**config.mk**
```make
export PLATFORM = sky130hd
export DESIGN_NAME = bres_rate_gen
export DESIGN_NICKNAME = d
export VERILOG_FILES = /design/src/rtl/bres_pkg.sv /design/src/rtl/bres_regs.sv /design/src/rtl/bres_accum.sv /design/src/rtl/bres_route.sv /design/src/rtl/bres_rate_gen.sv
export SDC_FILE = /design/constraint.sdc
export NUM_CORES = 1
export LEC_CHECK = 0
export ABC_AREA = 1
export ABC_CLOCK_PERIOD_IN_PS = 9850
export BUFFER_PORTS_ARGS = -buffer_cell sky130_fd_sc_hd__buf_2
export CAP_MARGIN = 20
export CORE_MARGIN = 5
export CORE_UTILIZATION = 40
export DETAILED_ROUTE_END_ITERATION = 16
export PLACE_DENSITY = 0.52
export SYNTH_ARGS = -nofsm -noshare
export SYNTH_HDL_FRONTEND = slang
export SYNTH_SLANG_ARGS = --single-unit
```
**constraint.sdc**
```tcl
create_clock -name clk -period 9.85 [get_ports clk]
set_clock_uncertainty 0.2 [all_clocks]
set_input_delay 1.97 -clock clk [delete_from_list [all_inputs] [get_ports clk]]
set_output_delay 1.97 -clock clk [all_outputs]
set_load 0.02 [all_outputs]
```
**src/rtl/bres_pkg.sv**
```systemverilog
package bres_pkg;
  localparam int FW = 16;
  typedef logic [FW-1:0] fld_t;

  typedef struct packed {
    fld_t nxt;
    logic fire;
  } step_t;

  // modulus carried in the register as (inc - mod - 1); recover it
  function automatic fld_t mod_decode(fld_t inc, fld_t enc);
    return inc - fld_t'(1) - enc;
  endfunction

  // one accumulator step on a master tick
  function automatic step_t acc_step(fld_t acc, fld_t inc, fld_t md);
    step_t r;
    logic [FW:0] sum;
    logic [FW:0] dif;
    r.nxt  = acc;
    r.fire = 1'b0;
    sum    = {1'b0, acc} + {1'b0, inc};
    dif    = sum - {1'b0, md};
    if (md != '0 && inc != '0) begin
      if (inc >= md) begin
        r.nxt  = '0;
        r.fire = 1'b1;
      end else if (sum >= {1'b0, md}) begin
        r.nxt  = dif[FW-1:0];
        r.fire = 1'b1;
      end else begin
        r.nxt  = sum[FW-1:0];
      end
    end
    return r;
  endfunction
endpackage

```
**src/rtl/bres_regs.sv**
```systemverilog
module bres_regs
  import bres_pkg::*;
(
  input  logic          clk,
  input  logic          rst_n,
  input  logic          wr,
  input  logic          sel,
  input  logic [2*FW-1:0] wdata,
  output logic          use_441,
  output fld_t          inc,
  output fld_t          md
);
  always_ff @(posedge clk) begin
    if (!rst_n) begin
      use_441 <= 1'b0;
      inc     <= '0;
      md      <= mod_decode('0, '0);
    end else if (wr) begin
      if (!sel) begin
        use_441 <= wdata[0];
      end else begin
        inc <= wdata[FW-1:0];
        md  <= mod_decode(wdata[FW-1:0], wdata[2*FW-1:FW]);
      end
    end
  end
endmodule

```
**src/rtl/bres_accum.sv**
```systemverilog
module bres_accum
  import bres_pkg::*;
(
  input  logic clk,
  input  logic rst_n,
  input  logic clear,
  input  logic tick,
  input  fld_t inc,
  input  fld_t md,
  output logic strobe,
  output fld_t acc
);
  step_t st;

  always_comb st = acc_step(acc, inc, md);

  always_ff @(posedge clk) begin
    if (!rst_n) begin
      acc    <= '0;
      strobe <= 1'b0;
    end else if (clear) begin
      acc    <= '0;
      strobe <= 1'b0;
    end else if (tick) begin
      acc    <= st.nxt;
      strobe <= st.fire;
    end else begin
      strobe <= 1'b0;
    end
  end
endmodule

```
**src/rtl/bres_route.sv**
```systemverilog
module bres_route #(
  parameter int NUM_GEN = 2,
  parameter int ID_W    = 2
) (
  input  logic [NUM_GEN-1:0] gen_strobe,
  input  logic [ID_W-1:0]    clk_id,
  output logic               strobe
);
  logic [NUM_GEN-1:0] hit;

  for (genvar k = 0; k < NUM_GEN; k++) begin : g_hit
    assign hit[k] = gen_strobe[k] && (clk_id == ID_W'(k + 1));
  end

  assign strobe = |hit;
endmodule

```
**src/rtl/bres_rate_gen.sv**
```systemverilog
module bres_rate_gen
  import bres_pkg::*;
#(
  parameter int NUM_GEN = 2,
  parameter int ID_W    = 2,
  localparam int GEN_W  = (NUM_GEN > 1) ? $clog2(NUM_GEN) : 1,
  localparam int DW     = 2 * FW
) (
  input  logic             clk,
  input  logic             rst_n,
  input  logic             cfg_we,
  input  logic [GEN_W-1:0] cfg_gen,
  input  logic             cfg_sel,
  input  logic [DW-1:0]    cfg_wdata,
  input  logic             tick_441,
  input  logic             tick_480,
  input  logic [ID_W-1:0]  play_clk_id,
  input  logic [ID_W-1:0]  rec_clk_id,
  output logic             play_strobe,
  output logic             rec_strobe
);
  // per-generator events, named for the checker
  logic [NUM_GEN-1:0]         gen_clear;
  logic [NUM_GEN-1:0]         gen_tick;
  logic [NUM_GEN-1:0]         gen_strobe;
  logic [NUM_GEN-1:0]         gen_441;
  logic [NUM_GEN-1:0][FW-1:0] gen_inc;
  logic [NUM_GEN-1:0][FW-1:0] gen_mod;
  logic [NUM_GEN-1:0][FW-1:0] gen_acc;

  for (genvar g = 0; g < NUM_GEN; g++) begin : g_gen
    assign gen_clear[g] = cfg_we && (cfg_gen == GEN_W'(g));
    assign gen_tick[g]  = gen_441[g] ? tick_441 : tick_480;

    bres_regs u_regs (
      .clk     (clk),
      .rst_n   (rst_n),
      .wr      (gen_clear[g]),
      .sel     (cfg_sel),
      .wdata   (cfg_wdata),
      .use_441 (gen_441[g]),
      .inc     (gen_inc[g]),
      .md      (gen_mod[g])
    );

    bres_accum u_acc (
      .clk    (clk),
      .rst_n  (rst_n),
      .clear  (gen_clear[g]),
      .tick   (gen_tick[g]),
      .inc    (gen_inc[g]),
      .md     (gen_mod[g]),
      .strobe (gen_strobe[g]),
      .acc    (gen_acc[g])
    );
  end

  bres_route #(.NUM_GEN(NUM_GEN), .ID_W(ID_W)) u_play_route (
    .gen_strobe (gen_strobe),
    .clk_id     (play_clk_id),
    .strobe     (play_strobe)
  );

  bres_route #(.NUM_GEN(NUM_GEN), .ID_W(ID_W)) u_rec_route (
    .gen_strobe (gen_strobe),
    .clk_id     (rec_clk_id),
    .strobe     (rec_strobe)
  );
endmodule

```
# --- Word level (Yosys, flattened, before mapping) ---
# Index checks and enable logic that the tools add are counted.
# Widths: inputs -> output; s select.
op_classes:
  n_addsub: 6
  n_mux: 8
  n_reduce_logical: 24
  magnitude_cmp: 4
  bitwise_logic: 7
  eq_ne: 4
ops:
  columns: ["operator", "count"]
  rows:
  - ["$reduce_bool 16->1", 4]
  - ["$sub 16x16->16", 3]
  - ["$add 16x16->17", 2]
  - ["$ge 17x16->1", 2]
  - ["$mux 17", 2]
  - ["$ge 16x16->1", 2]
  - ["$mux 16", 2]
  - ["$sub 16x1->16 const B", 1]
  - ["$reduce_and 2->1", 6]
  - ["$logic_and 1x1->1", 8]
  - ["$reduce_or 2->1", 4]
  - ["$reduce_or 4->1", 2]
  - ["$not 1->1", 7]
  - ["$eq 2x1->1 const B", 2]
  - ["$eq 2x2->1 const B", 2]
  - ["$mux 1", 4]
word_totals:
  word_cells: 63
  output_inout_bits: 2
  in_bits: 43
  register_bits: 100

# --- Depth between registers and ports, before layout ---
logic_depth:
  depth_word: 4
  ltp_mapped: 26

# --- Cells and area by module ---
# Synthesis repeated with hierarchy kept, for this count alone.
unflattened:
  hier_cells: 1861
  hier_area_um2: 10993.0
by_module_without_submodules:
  columns: ["mod", "area_each_um2", "cells_per_inst", "instances"]
  rows:
  - ["bres_accum (g_gen[1].u_acc)", 3343.2, 580, 1]
  - ["bres_accum (g_gen[0].u_acc)", 3342.0, 583, 1]
  - ["bres_regs (g_gen[1].u_regs)", 2114.5, 338, 1]
  - ["bres_regs (g_gen[0].u_regs)", 2103.3, 338, 1]
  - ["bres_rate_gen", 47.5, 12, 1]
  - ["bres_route", 21.3, 5, 2]

# --- Worst setup path after synthesis ---
# Ideal clock, no wire load.
synth_path:
  path_type: "input to output"
  start: "in play_clk_id[0]"
  end: "out play_strobe"
  slack_ns: 5.275
  arrival_time_ns: 2.405
  stages: 3
  cell_sequence: "inv_1 -> nand2_1 -> a21oi_1"
synth_via:
  elab_chain_cells: 3
synth_rtl:
  columns: ["element", "line", "rtl"]
  rows:
  - ["start: declaration", "bres_rate_gen.sv:17", "input logic [ID_W-1:0] play_clk_id,"]
  - ["$eq 2x1->1 or $eq 2x2->1 (tied branches)", "bres_route.sv:12", "assign hit[k] = gen_strobe[k] && (clk_id == ID_W'(k + 1));"]
  - ["$logic_and 1x1->1", "bres_route.sv:12", null]
  - ["$reduce_or 2->1 *", "bres_route.sv:15", "assign strobe = |hit;"]
  - ["end: declaration", "bres_rate_gen.sv:19", "output logic play_strobe,"]
# Mark *: on every way between the ends. The rest lies on a longest branch, timed or not.

# --- Worst setup path in the final report ---
# Same ends and word-level chain as after synthesis.

==> results.ini <==
[sta]
worst_pin_slew_ns = 0.947
whs_ns = 0.270
grt_setup_unrepaired = false
hold_violations = 0
setup_ws_ns = 5.22
fin_tns_setup_ns = 0
slew_viol_final = 0
min_period_over_period_pct = 47.0
finalCriticalPeriod_ns = 4.63
finalSetupViolCount = 0
slew_headroom_pct = 36.8
maxClockFrequency_ghz = 0.216

[global_route]
grt_overflow = 0
grt_pass1_vias = 8965
antenna_found_initial = 0
grt_max_degree = 56
grtUsageTotal_pct = 22.8
grt_pass1_wl_mm = 48.3

[placement]
place_ws_ns = 5.21
finalWeightedCongestion = 0.903
hpwlAfterDp_mm = 25.1
port_buffers = 44
placed_area_mm2 = 0.0101
dp_cells = 1858

[worst_setup_path]
end_kind = output pin
path_class = in2out
cp-start-kind = input pin
rr_endpoint = g_gen[0].u_acc.acc[9]
worstReg2RegStart = g_gen[0].u_regs.inc[0]
reg2reg_slack_ns = 5.75
worstRegToRegCells = 22
required_ns = 7.68
worstPathMaxFanout = 2
arrival_ns = 2.46

[final_layout]
num-nets-final = 1709
instances_no_fill = 1873
final_area_mm2 = 0.0104
syn2layout_area_growth_pct = 7.61
drive_above_1_share_pct = 8.43
final_util_pct = 43.9
n_antenna_cell = 0

[synthesis]
syn-mean-instance-area_um2 = 6.32
ys_types = 43
yosysWarnings = 0
synth_cells = 1524
synthSimpleGateAreaFrac_pct = 35.1
synthMuxAreaShare_pct = 0
ys_seq_elements = 100
ys_seq_area_share_pct = 20.8
netlist_area_mm2 = 0.00963
synthAdderAreaFrac_pct = 15.5
syn_nets = 1683
synth_top_family_by_area = simple AND/OR/NAND/NOR gates
synth_compound_area_share_pct = 14.0
synth_xor_xnor_area_share_pct = 3.36

[clock_network]
htreeDepth = 3
cts_setup_buffers = 0
ctsResizeCount = 0
clkSlewWorstSetupHoldPaths_ns = 0.07
hold_buffers = 0
cts.sinks = 100
root_buffer = clkbuf_16
cts_tree = done
cts.path.max_buffers = 2
cts_inserted_buffers = 9
clk-insertion-delay-late_ns = 0.36

[detailed_routing]
m1WireLength_mm = 16.1
vias = 9460
met3_length_mm = 1.39
dr.max_layer_used = met4
route.met2.wl_mm = 12.4
viasPerCell = 5.05
drt_iter0_drc = 636
drt_pass1_iterations = 4
antenna_left = 0
drc = 0
wl_per_cell_um = 16.3
wl_mm = 30.5

[die]
rows = 56
die_h_um = 165
dieArea_mm2 = 0.0273
core_area_mm2 = 0.0236
ioPinCount = 45
die_x_um = 165
initial_core_util_pct = 40.8

[pwr]
powerDensity_mw_per_mm2 = 106
ir_worst_vdd_mv = 0.0925
total_power_mw = 1.10
p_leak_nw = 5.71

[run]
maxCapViolations = 0

[worst_hold_path]
hold_depth = 2
hold_class = reg2reg
hold_path_startpoint = g_gen[0].u_regs.use_441
holdPathEnd = g_gen[0].u_regs.use_441

[outcome]
outcome = completed

cell type report:
cell class              instances  area, um2
fillers                      2649      13200
multi-input cells            1146       6540
flip-flops and latches        100       2000
inverters                     247        927
well taps                     319        399
clock buffers                  12        236
repair buffers                 46        235
clock inverters                 3       23.8
where the power goes:
part	total (mW)	internal [mW]	switching, mW	leakage [nW]
sequential	0.445	0.424	0.0208	0.816
combinational	0.320	0.108	0.212	4.77
clock	0.335	0.172	0.164	0.119
total	1.10	0.704	0.396	5.71
critical path, cell delays in order:
cell	delay (ns)
buf_2	0.10
inv_1	0.04
nand2_1	0.04
a21oi_1	0.13
buf_2	0.17
Yosys cell counts, drive strengths merged:
| library cell | number | share of area (%) |
|---|---|---|
| a21boi | 2 | 0.16 |
| a21oi | 139 | 7.9 |
| a31oi | 1 | 0.065 |
| and2 | 2 | 0.13 |
| and3 | 2 | 0.13 |
| buf | 8 | 0.83 |
| clkbuf | 23 | 0.90 |
| clkinv | 2 | 0.078 |
| dfxtp | 100 | 21 |
| fa | 5 | 1.0 |
| ha | 111 | 14 |
| inv | 245 | 9.5 |
| nand2 | 444 | 18 |
| nand3 | 131 | 7.9 |
| nand3b | 18 | 1.4 |
| nand4 | 20 | 1.3 |
| nor2 | 116 | 4.8 |
| nor3 | 15 | 0.83 |
| nor4 | 7 | 0.45 |
| o211ai | 17 | 1.3 |
| o21a | 4 | 0.31 |
| o21ai | 58 | 3.1 |
| o21bai | 10 | 0.78 |
| o31ai | 5 | 0.39 |
| or2 | 2 | 0.13 |
| xnor2 | 15 | 1.4 |
| xor2 | 22 | 2.0 |
sequential cells by signal (all words and copies together) (netlist names):
signal / flops
g_gen.u_regs.use_441: 2
g_gen.u_regs.md: 32
g_gen.u_acc.acc: 32
g_gen.u_regs.inc: 32
g_gen.u_acc.strobe: 2
per-layer routing:
metal	track usage [%]	vias up
met5	0	-
met4	5.60	0
met3	2.51	29
met2	34.4	198
met1	34.7	4243
li1	-	4990
worst max path at each step:
stage / startpoint / cells after the start / end
floorplan: play_clk_id[0] / 3 / play_strobe
global placement: play_clk_id[0] / 5 / play_strobe
detailed placement: rec_clk_id[0] / 5 / rec_strobe
CTS: rec_clk_id[0] / 5 / rec_strobe
global route: play_clk_id[0] / 5 / play_strobe
finish: play_clk_id[0] / 5 / play_strobe
kinds of logic (layout without fill, tap and decap cells):
group	Yosys count	in the layout
simple gates	757	757
buf+inv	278	308
compound gates	236	236
fa+ha+maj	116	116
flops	100	100
xor+xnor	37	37
placed cells by master (no fill, tap or decap), types with 10 or more instances in the layout:
cell        n
nand2_1   422
inv_1     239
a21oi_1   124
nand3_1   111
ha_1      111
nor2_1    109
dfxtp_1   100
o21ai_0    57
buf_2      44
xor2_1     22
nand4_1    20
nand2_2    19
nand3_2    19
nand3b_1   18
o211ai_1   17
xnor2_1    15
nor3_1     14
a21oi_2    14
o21bai_1   10
Power figures use the tool's default switching activity.
